### src/rtl/biq_pkg.sv
package biq_pkg;

    localparam int NTAPS = 5;   // B0, B1, B2, A1, A2
    localparam int SLOTS = 6;   // per-section address slots (five coefficients + enable)

    typedef enum logic [1:0] {
        ST_IDLE,
        ST_FWD,
        ST_FBK
    } biq_state_e;

    // Reset coefficient codes; sections past the second default to identity (1.0).
    function automatic logic [15:0] coef_default(input int sec, input int tap);
        logic [15:0] v;
        v = (tap == 0) ? 16'h2000 : 16'h0000;
        if (sec == 0) begin
            case (tap)
                0: v = 16'h0825;
                1: v = 16'hF43A;
                2: v = 16'h0825;
                3: v = 16'hCEFF;
                default: v = 16'h1613;
            endcase
        end else if (sec == 1) begin
            case (tap)
                0: v = 16'h1DAA;
                1: v = 16'hCBEF;
                2: v = 16'h1DAA;
                3: v = 16'hC7F6;
                default: v = 16'h1F4D;
            endcase
        end
        return v;
    endfunction

endpackage

### src/rtl/biq_mac.sv
module biq_mac #(
    parameter int CW    = 16,
    parameter int DW    = 16,
    parameter int ACC_W = 40
) (
    input  logic                    clk,
    input  logic                    rst_n,
    input  logic                    step,
    input  logic                    clear,
    input  logic                    sub,
    input  logic signed [CW-1:0]    coef,
    input  logic signed [DW-1:0]    oper,
    output logic signed [ACC_W-1:0] sum
);
    localparam int PW = CW + DW;

    logic signed [PW-1:0]    prod;
    logic signed [ACC_W-1:0] prod_x;
    logic signed [ACC_W-1:0] base;
    logic signed [ACC_W-1:0] acc_q;

    assign prod   = coef * oper;
    assign prod_x = ACC_W'(prod);
    assign base   = clear ? '0 : acc_q;
    assign sum    = sub ? (base - prod_x) : (base + prod_x);

    always_ff @(posedge clk or negedge rst_n) begin
        if (!rst_n) begin
            acc_q <= '0;
        end else if (step) begin
            acc_q <= sum;
        end
    end

endmodule

### src/rtl/biq_hist.sv
module biq_hist #(
    parameter int DW = 16
) (
    input  logic                 clk,
    input  logic                 rst_n,
    input  logic                 upd,
    input  logic signed [DW-1:0] x_new,
    input  logic signed [DW-1:0] y_new,
    output logic signed [DW-1:0] x1,
    output logic signed [DW-1:0] x2,
    output logic signed [DW-1:0] y1,
    output logic signed [DW-1:0] y2
);
    always_ff @(posedge clk or negedge rst_n) begin
        if (!rst_n) begin
            x1 <= '0;
            x2 <= '0;
            y1 <= '0;
            y2 <= '0;
        end else if (upd) begin
            x2 <= x1;
            x1 <= x_new;
            y2 <= y1;
            y1 <= y_new;
        end
    end

endmodule

### src/rtl/biq_cascade.sv
module biq_cascade
    import biq_pkg::*;
#(
    parameter int IN_W     = 10,
    parameter int STATE_W  = 16,
    parameter int CW       = 16,
    parameter int FRAC     = 13,
    parameter int ACC_W    = 40,
    parameter int SECTIONS = 2
) (
    input  logic                                 clk,
    input  logic                                 rst_n,
    input  logic                                 in_valid,
    input  logic [IN_W-1:0]                      in_sample,
    input  logic                                 cfg_wr,
    input  logic [$clog2(SECTIONS*SLOTS)-1:0]    cfg_addr,
    input  logic [CW-1:0]                        cfg_wdata,
    output logic                                 out_valid,
    output logic [IN_W-1:0]                      out_sample
);
    localparam int ADDR_W = $clog2(SECTIONS * SLOTS);
    localparam int SEC_W  = (SECTIONS > 1) ? $clog2(SECTIONS) : 1;
    localparam int TAP_W  = $clog2(NTAPS);
    localparam int LAT    = SECTIONS * NTAPS;
    localparam int LC_W   = $clog2(LAT + 1);
    localparam logic [TAP_W-1:0] TAP_LAST    = TAP_W'(NTAPS - 1);
    localparam logic [TAP_W-1:0] TAP_FWD_END = TAP_W'(2);
    localparam logic [SEC_W-1:0] SEC_LAST    = SEC_W'(SECTIONS - 1);

    // ---------------- controller ----------------
    biq_state_e       st_q, st_d;
    logic [TAP_W-1:0] tap_q;
    logic [SEC_W-1:0] sec_q;
    logic             accept, last_tap, last_sec;

    assign accept   = (st_q == ST_IDLE) && in_valid;
    assign last_sec = (sec_q == SEC_LAST);
    assign last_tap = (st_q == ST_FBK) && (tap_q == TAP_LAST);

    always_comb begin
        st_d = st_q;
        unique case (st_q)
            ST_IDLE: if (in_valid) st_d = ST_FWD;
            ST_FWD:  if (tap_q == TAP_FWD_END) st_d = ST_FBK;
            ST_FBK:  if (tap_q == TAP_LAST) st_d = last_sec ? ST_IDLE : ST_FWD;
            default: st_d = ST_IDLE;
        endcase
    end

    always_ff @(posedge clk or negedge rst_n) begin
        if (!rst_n) begin
            st_q  <= ST_IDLE;
            tap_q <= '0;
            sec_q <= '0;
        end else begin
            st_q <= st_d;
            if (accept) begin
                tap_q <= '0;
                sec_q <= '0;
            end else if (st_q != ST_IDLE) begin
                if (tap_q == TAP_LAST) begin
                    tap_q <= '0;
                    sec_q <= last_sec ? '0 : SEC_W'(sec_q + 1'b1);
                end else begin
                    tap_q <= TAP_W'(tap_q + 1'b1);
                end
            end
        end
    end

    // ---------------- coefficient staging and working sets ----------------
    logic signed [CW-1:0]     act_c [SECTIONS][NTAPS];
    logic [SECTIONS*NTAPS*CW-1:0] act_flat;
    logic [SECTIONS-1:0]      act_en;

    for (genvar s = 0; s < SECTIONS; s++) begin : g_sec
        for (genvar k = 0; k < NTAPS; k++) begin : g_tap
            localparam logic signed [CW-1:0] RST_VAL = CW'(signed'(coef_default(s, k)));
            logic signed [CW-1:0] stage_q, act_q;
            always_ff @(posedge clk or negedge rst_n) begin
                if (!rst_n) begin
                    stage_q <= RST_VAL;
                    act_q   <= RST_VAL;
                end else begin
                    if (cfg_wr && cfg_addr == ADDR_W'(s * SLOTS + k)) stage_q <= cfg_wdata;
                    if (accept) act_q <= stage_q;
                end
            end
            assign act_c[s][k] = act_q;
            assign act_flat[(s*NTAPS+k)*CW +: CW] = act_q;
        end

        logic en_stage_q, en_act_q;
        always_ff @(posedge clk or negedge rst_n) begin
            if (!rst_n) begin
                en_stage_q <= 1'b1;
                en_act_q   <= 1'b1;
            end else begin
                if (cfg_wr && cfg_addr == ADDR_W'(s * SLOTS + NTAPS)) en_stage_q <= cfg_wdata[0];
                if (accept) en_act_q <= en_stage_q;
            end
        end
        assign act_en[s] = en_act_q;
    end

    // ---------------- datapath ----------------
    logic signed [STATE_W-1:0] x_q;
    logic signed [STATE_W-1:0] sec_in_arr [SECTIONS];
    logic signed [STATE_W-1:0] h_x1 [SECTIONS];
    logic signed [STATE_W-1:0] h_x2 [SECTIONS];
    logic signed [STATE_W-1:0] h_y1 [SECTIONS];
    logic signed [STATE_W-1:0] h_y2 [SECTIONS];
    logic signed [STATE_W-1:0] cur_in, opnd, sec_res, wb_val;
    logic signed [CW-1:0]      cf;
    logic signed [ACC_W-1:0]   mac_sum, rnd, shf;
    logic [IN_W-1:0]           out_sat;
    logic                      ovf_s, ovf_o;

    assign sec_in_arr[0] = x_q;
    assign cur_in        = sec_in_arr[sec_q];

    always_comb begin
        unique case (tap_q)
            TAP_W'(0): begin opnd = cur_in;       cf = act_c[sec_q][0]; end
            TAP_W'(1): begin opnd = h_x1[sec_q];  cf = act_c[sec_q][1]; end
            TAP_W'(2): begin opnd = h_x2[sec_q];  cf = act_c[sec_q][2]; end
            TAP_W'(3): begin opnd = h_y1[sec_q];  cf = act_c[sec_q][3]; end
            TAP_W'(4): begin opnd = h_y2[sec_q];  cf = act_c[sec_q][4]; end
            default:   begin opnd = '0;           cf = '0;              end
        endcase
    end

    biq_mac #(.CW(CW), .DW(STATE_W), .ACC_W(ACC_W)) u_mac (
        .clk   (clk),
        .rst_n (rst_n),
        .step  (st_q != ST_IDLE),
        .clear (tap_q == '0),
        .sub   (st_q == ST_FBK),
        .coef  (cf),
        .oper  (opnd),
        .sum   (mac_sum)
    );

    // round half up, then clamp into the state width and the output width
    assign rnd     = mac_sum + (ACC_W'(1) <<< (FRAC - 1));
    assign shf     = rnd >>> FRAC;
    assign ovf_s   = !((&shf[ACC_W-1:STATE_W-1]) || !(|shf[ACC_W-1:STATE_W-1]));
    assign sec_res = ovf_s ? {shf[ACC_W-1], {(STATE_W-1){~shf[ACC_W-1]}}} : shf[STATE_W-1:0];
    assign wb_val  = act_en[sec_q] ? sec_res : cur_in;
    assign ovf_o   = !((&wb_val[STATE_W-1:IN_W-1]) || !(|wb_val[STATE_W-1:IN_W-1]));
    assign out_sat = ovf_o ? {wb_val[STATE_W-1], {(IN_W-1){~wb_val[STATE_W-1]}}} : wb_val[IN_W-1:0];

    for (genvar s = 0; s < SECTIONS; s++) begin : g_hist
        biq_hist #(.DW(STATE_W)) u_hist (
            .clk   (clk),
            .rst_n (rst_n),
            .upd   (last_tap && sec_q == SEC_W'(s) && act_en[s]),
            .x_new (cur_in),
            .y_new (sec_res),
            .x1    (h_x1[s]),
            .x2    (h_x2[s]),
            .y1    (h_y1[s]),
            .y2    (h_y2[s])
        );

        // a bypassed section keeps its history while samples flow past it
        assert_bypass_hold_R5: assert property (@(posedge clk) disable iff (!rst_n)
            (st_q != ST_IDLE && !act_en[s]) |=> $stable({h_x1[s], h_x2[s], h_y1[s], h_y2[s]}));
    end

    for (genvar s = 1; s < SECTIONS; s++) begin : g_mid
        logic signed [STATE_W-1:0] mid_q;
        always_ff @(posedge clk or negedge rst_n) begin
            if (!rst_n) mid_q <= '0;
            else if (last_tap && sec_q == SEC_W'(s - 1)) mid_q <= wb_val;
        end
        assign sec_in_arr[s] = mid_q;
    end

    always_ff @(posedge clk or negedge rst_n) begin
        if (!rst_n) begin
            x_q        <= '0;
            out_valid  <= 1'b0;
            out_sample <= '0;
        end else begin
            out_valid <= last_tap && last_sec;
            if (accept) x_q <= STATE_W'(signed'(in_sample));
            if (last_tap && last_sec) out_sample <= out_sat;
        end
    end

    // ---------------- checks ----------------
    logic [LC_W-1:0] lat_cnt;
    always_ff @(posedge clk or negedge rst_n) begin
        if (!rst_n) lat_cnt <= '0;
        else if (accept) lat_cnt <= '0;
        else if (st_q != ST_IDLE) lat_cnt <= LC_W'(lat_cnt + 1'b1);
    end

    assert_out_pulse_R4: assert property (@(posedge clk) disable iff (!rst_n)
        out_valid |=> !out_valid);

    assert_latency_R4: assert property (@(posedge clk) disable iff (!rst_n)
        out_valid |-> (lat_cnt == LC_W'(LAT)));

    assert_coef_hold_R7: assert property (@(posedge clk) disable iff (!rst_n)
        (st_q != ST_IDLE) |=> ($stable(act_flat) && $stable(act_en)));

    assert_busy_ignore_R8: assert property (@(posedge clk) disable iff (!rst_n)
        (st_q != ST_IDLE) |=> $stable(x_q));

endmodule

### config.mk
export PLATFORM = sky130hd
export DESIGN_NAME = biq_cascade
export DESIGN_NICKNAME = d
export VERILOG_FILES = /design/src/rtl/biq_pkg.sv /design/src/rtl/biq_mac.sv /design/src/rtl/biq_hist.sv /design/src/rtl/biq_cascade.sv
export SDC_FILE = /design/constraint.sdc
export NUM_CORES = 2
export LEC_CHECK = 0
export BUFFER_PORTS_ARGS = -buffer_cell sky130_fd_sc_hd__buf_2
export CORE_MARGIN = 1.5
export CORE_UTILIZATION = 35
export DETAILED_ROUTE_END_ITERATION = 6
export PLACE_DENSITY = 0.52
export SLEW_MARGIN = 10
export SYNTH_ARGS = -nofsm -noshare
export SYNTH_HDL_FRONTEND = slang
export SYNTH_SLANG_ARGS = --single-unit
### constraint.sdc
create_clock -name clk -period 16 [get_ports clk]
set_clock_uncertainty 0.15 [all_clocks]
set_input_delay 3.2 -clock clk [delete_from_list [all_inputs] [get_ports clk]]
set_output_delay 3.2 -clock clk [all_outputs]
set_load 0.03 [all_outputs]
Yosys cells after proc, flatten, opt, wreduce, memory -nomap -nowiden:

Cells that the tools add are included.

* equality and inequality tests: 20
* multipliers: 1
* order comparisons: 2
* add/subtract/negate cells: 5
* multiplexer cells: 39
* bitwise operators: 4
* reductions and logical operators: 34

Operators by type and width (count)
* 16-bit 2-to-1 mux: 17
* 80-bit 2-to-1 mux: 3
* 16-bit one-hot mux with 5 select lines: 2
* 40-bit 2-to-1 mux: 2
* 40-bit by 14-bit adder with 40-bit output (second input constant): 1
* 40-bit by 32-bit adder with 40-bit output: 1
* 40-bit by 32-bit subtractor with 40-bit output: 1
* 16-bit by 16-bit multiplier with 32-bit output: 1
* 1-bit logical AND: 18
* 4-bit by 3-bit equality test with 1-bit output (second input constant): 4
* 4-bit equality test (second input constant): 4
* 12-bit AND reduction: 1
* 12-bit OR reduction: 1
* 10-bit 2-to-1 mux: 1
* 3-bit 2-to-1 mux: 3
* 4-bit by 2-bit equality test with 1-bit output (second input constant): 2
* 1-bit 2-to-1 mux: 7
* 7-bit AND reduction: 1
* 7-bit OR reduction: 1
* 3-bit by 2-bit equality test with 1-bit output (second input constant): 2
* 2-bit 2-to-1 mux: 3
* 2-bit != test (second input constant): 3
* 2-bit one-hot mux with 3 select lines: 1
* 2-bit nonzero test: 3
* 18 further kinds: 22

* output and inout port bits: 11
* bits in registers: 535
* logic and storage cells: 145
* bits of input ports: 34

Longest topological paths before layout:

* depth after elaboration: 18
* mapped depth: 59
* depth with buffers taken out: 53

Hierarchy:

A second synthesis with hierarchy kept.

* cell total of the unflattened synthesis: 3385
* area total of the unflattened synthesis: 38235.4 um^2

Modules (own cells, without submodules)
* biq_cascade: cells an instance 1421, area each 18006.0 um^2, times used 1, sequential area each 9399.0 um^2
* biq_mac: cells an instance 1694, area each 14871.8 um^2, times used 1, sequential area each 1001.0 um^2
* biq_hist: cells an instance 135, area each 2678.8 um^2, times used 2, sequential area each 1601.5 um^2

Worst setup path after synthesis:

Ideal clock, no wire load.

* path kind: flip-flop to flip-flop
* start point: register sec_q, in the netlist last_sec
* end point: register out_sample[8]
* period minus slack after synthesis: 13034 ps
* library setup time: 82 ps
* arrival time: 12801 ps
* data required time: 15768 ps
* path buffers: 12
* stages on the path, launching flop included: 55
* path slack: 2966 ps
* cells stage by stage: dfrtp_1 -> buf_6 -> clkbuf_1 -> buf_1 -> clkbuf_1 -> buf_1 -> clkbuf_1 -> a221oi_1 -> o221ai_1 -> clkbuf_1 -> nand2_1 -> fa_1 -> inv_1 -> fa_1 -> inv_1 -> fa_1 -> inv_1 -> fa_1 -> [... 19 more ...] -> o21ai_0 -> a311oi_1 -> a21oi_1 -> a211oi_1 -> nor4_1 -> or3b_1 -> clkbuf_1 -> and2_4 -> and4_1 -> xor2_1 -> xnor2_2 -> a41oi_1 -> buf_6 -> o31ai_1 -> nand4_1 -> o32a_1 -> buf_6 -> o22ai_1

* longest elaborated chain between the ends: 18
* elaborated cells between the ends (all ways): 42
* those cells by class: 3 x add/sub; 1 x mul; 26 x mux; 3 x bitwise; 9 x reduce/logical

RTL lines
* start: declaration: line biq_cascade.sv:33 `logic [SEC_W-1:0] sec_q;`
* start signal: assignment: line biq_cascade.sv:63 `sec_q <= last_sec ? '0 : SEC_W'(sec_q + 1'b1);`
* 1-bit inverter with 2-bit output (implied by the code)
* 80-bit 2-to-1 mux (implied by the code), or another cell as far along (3 in series): line biq_cascade.sv:128 `TAP_W'(4): begin opnd = h_y2[sec_q]; cf = act_c[sec_q][4]; end`
* 16-bit one-hot mux with 5 select lines: line biq_cascade.sv:123 `unique case (tap_q)`
* 16-bit by 16-bit multiplier with 32-bit output: line biq_mac.sv:22 `assign prod = coef * oper;`
* 40-bit by 32-bit adder with 40-bit output or 40-bit by 32-bit subtractor with 40-bit output (tied branches): line biq_mac.sv:25 `assign sum = sub ? (base - prod_x) : (base + prod_x);`
* 40-bit 2-to-1 mux: line biq_mac.sv:25
* 40-bit by 14-bit adder with 40-bit output: line biq_cascade.sv:145 `assign rnd = mac_sum + (ACC_W'(1) <<< (FRAC - 1));`
* 12-bit OR reduction: line biq_cascade.sv:147 `assign ovf_s = !((&shf[ACC_W-1:STATE_W-1]) || !(|shf[ACC_W-1:STATE_W-1]));`
* 1-bit zero test: line biq_cascade.sv:147
* 1-bit logical OR: line biq_cascade.sv:147
* 16-bit 2-to-1 mux: line biq_cascade.sv:148 `assign sec_res = ovf_s ? {shf[ACC_W-1], {(STATE_W-1){~shf[ACC_W-1]}}} : shf[STATE_W-1:0];`
* 16-bit 2-to-1 mux: line biq_cascade.sv:149 `assign wb_val = act_en[sec_q] ? sec_res : cur_in;`
* 7-bit OR reduction: line biq_cascade.sv:150 `assign ovf_o = !((&wb_val[STATE_W-1:IN_W-1]) || !(|wb_val[STATE_W-1:IN_W-1]));`
* 1-bit zero test: line biq_cascade.sv:150
* 1-bit logical OR: line biq_cascade.sv:150
* 10-bit 2-to-1 mux: line biq_cascade.sv:151 `assign out_sat = ovf_o ? {wb_val[STATE_W-1], {(IN_W-1){~wb_val[STATE_W-1]}}} : wb_val[IN_W-1:0];`
* end signal: assignment: line biq_cascade.sv:188 `if (last_tap && last_sec) out_sample <= out_sat;`
* end: declaration: line biq_cascade.sv:19 `output logic [IN_W-1:0] out_sample`

Parallel ways exist; a longest one is shown, timed or not. The select of a mux whose other input is x is not followed.
A chain may end at the register's enable or synchronous reset.

Final worst setup path:

* start point: register sec_q, in the netlist last_sec
* end point: register out_sample[4]

Same word-level chain as after synthesis.

==> flow_summary.json <==
{
  "area.sequential_mm2": 0.0136,
  "cts.htree.levels": 2,
  "worst_slew_pin_slew_ps": 1190,
  "pin_count": 45,
  "io_buffers": 44,
  "globalplace.congestion": 0.885,
  "path_clk_slew_ps": 60,
  "grt_max_degree": 94,
  "worst_r2r_path_depth": 43,
  "area_growth_syn_to_layout_pct": 10.3,
  "placed_cells": 4985,
  "drc": 0,
  "finalSetupViolations": 0,
  "synth_top_cell_area_share_pct": 24.2,
  "status": "finished clean",
  "postSynthRegisterBits": 535,
  "setup_total_negative_slack_ps": 0,
  "clock-sinks": 535,
  "final_cell_count_no_fill": 5102,
  "global_route_usage_sum_pct": 19.5,
  "crit_path_max_fanout": 46,
  "cts_hold_repair.buffers": 0,
  "data_required_time_at_the_worst_endpoint_ps": 16340,
  "number_of_buffers_on_the_longest_clock_path": 3,
  "synth.top_cells.by_area": "dfrtp_1 24%, fa_1 14%, dfstp_2 12%",
  "drt-initial-drc-count": 1728,
  "slew_viol_final": 0,
  "worstHoldPathCells": 2,
  "post_synth.cell_area_avg_um2": 10.2,
  "slack_of_the_worst_reg_to_reg_path_ps": 910,
  "fp.coreArea_mm2": 0.106,
  "first_global_vias": 27200,
  "final.min_clock_period_ps": 15090,
  "holdCritPathClass": "flop to flop",
  "final.fill_count": 10500,
  "detailed_place_hpwl_mm": 75.4,
  "routed_via_density": 5.24,
  "ys_top_cells_by_count": "474 x nand2_1, 397 x mux2_2, 363 x dfrtp_1",
  "final_layout_size_suffix_gt1_share_pct": 24.4,
  "worst_path_max_delay_cell": "dfrtp_4",
  "timing.slew.headroom_pct": 20.8,
  "critical_path.max_stage_delay_ps": 910,
  "global_route.overflow_total": 0,
  "ys_seq_area_share_pct": 36.2,
  "dr.pass1.iters": 6,
  "multi_input_comb_area_mm2": 0.0219,
  "post_synth_num_cell_types": 105,
  "max-cap-violations": 0,
  "cts_root_buf": "clkbuf_16",
  "area_of_the_mapped_netlist_mm2": 0.0375,
  "worst_path_most_repeated_cell": "fa_1",
  "drt_wl_total_mm": 104,
  "synth-async-reset-ratio_pct": 100,
  "tritoncts.num_buffers": 59,
  "layout.nets": 4083,
  "postSynthCellCount": 3675,
  "dieArea_mm2": 0.109,
  "routed_wire_length_per_instance_um": 20.3,
  "antenna_violations_before_repair": 4,
  "library_cell_with_the_largest_summed_area_after_synthesis": "dfrtp_1",
  "num_vias": 26700,
  "worstSetupEndpointType": "flop",
  "fin_hold_ws_ps": 306,
  "grt_setup_unrepaired": "false",
  "finalCritPeriodShare_pct": 94.3,
  "synth_edf_count": 0,
  "floorplan.initialDensity_pct": 35.5,
  "fp-row-count": 119,
  "grt_pass1_wl_mm": 165,
  "arrival_ps": 15420,
  "timing_worst_setup_path_type": "flop to flop",
  "synthesis.yosys.warnings": 0,
  "insertion_delay_ps": 660,
  "antenna_left": 0,
  "kind_of_start_point_of_the_critical_path": "flop",
  "cts_tree": "done",
  "die_width_um": 331,
  "die_height_um": 331,
  "timing_hold_violations_final": 0,
  "fmaxAchievable_ghz": 0.0663,
  "postSynthNetCount": 4100,
  "yosysMostFrequentCell": "nand2_1",
  "synth-main-ff-cell": "dfrtp_1"
}
[layout make-up]
class / count / area share, %
sequential: 535 / 32.8
multi-input combinational: 2610 / 53.0
timing repair buffer: 126 / 2.13
clock inverter: 23 / 0.680
clock buffer: 89 / 4.20
inverter: 326 / 2.95
tap: 1391 / 4.20
antenna: 2 / 0.0121
[path summary, 6_finish.rpt]
kind,start,to
max in group asynchronous,rst_n,last_sec
min in group asynchronous,rst_n,g_sec[1].g_tap[1].stage_q[10]
worst max-delay path,last_sec,out_sample[4]
worst max register to register,last_sec,out_sample[4]
worst min register to register,u_mac.acc_q[14],u_mac.acc_q[14]
worst min-delay path,u_mac.acc_q[14],u_mac.acc_q[14]
[layer usage]
metal  GRT usage (%)  share of wire (%)  vias to the layer above
met3            2.40                4.5                      120
met4            4.39                2.2                        4
li1                -                  -                    12400
met1            28.5                 48                    13700
met5               0              0.024                        -
met2            31.0                 45                      542
[sequential cells by signal, summed over array words and instances, names as in the netlist]
name,count
g_mid.mid_q,16
out_sample,10
last_sec,1
g_hist.u_hist.x1,32
tap_q,3
u_mac.acc_q,40
x_q,10
g_hist.u_hist.y1,32
g_hist.u_hist.x2,32
out_valid,1
st_q,2
g_sec.en_act_q,2
g_sec.g_tap.stage_q,160
g_sec.en_stage_q,2
g_hist.u_hist.y2,32
g_sec.g_tap.act_q,160
[cell families after synthesis]
logic type	after synthesis	share of synthesized area [%]
adders and majority gates	391	18.3
and+or+nand+nor	1068	12.9
muxes	457	13.5
buffers and inverters	531	5.68
DFF	535	36.2
xor gates and xnor gates	112	2.67
AOI/OAI and AO/OA	581	10.7
[critical path: cells and delay by family, from the launching register on]
family | cells | cell delay [ps]
fa+ha+maj | 8 | 3870
mux | 1 | 590
flops | 1 | 910
compound gates | 14 | 3880
simple gates | 11 | 3760
xor+xnor | 4 | 1200
buf+inv | 5 | 520
[placed cells by master (no fill, tap or decap), drive strengths merged, types with 89 or more instances in the layout]
cell,count
buf,126
clkbuf,89
dfstp,172
dfrtp,363
a21oi,116
nor2,287
inv,328
mux2,397
o21ai,150
ha,127
fa,264
nand2,476
[stage by stage]
stage	area [um^2]	util, %	worst slack (ps)
finish	41400	39.1	914
global route	41400	39.1	26.1
CTS	41400	39.1	661
detailed placement	39400	37.2	766
global placement	39400	37.2	1040
floorplan	37500	-	2970
[what timing repair did]
action / in CTS / in global routing
setup endpoints to repair: 0 / 9
resized for setup: 0 / 2
setup buffers: 0 / 2
Power is left out: the tool's default activity adds up to more than one toggle a clock period on the data nets, which glitch-free logic cannot reach.
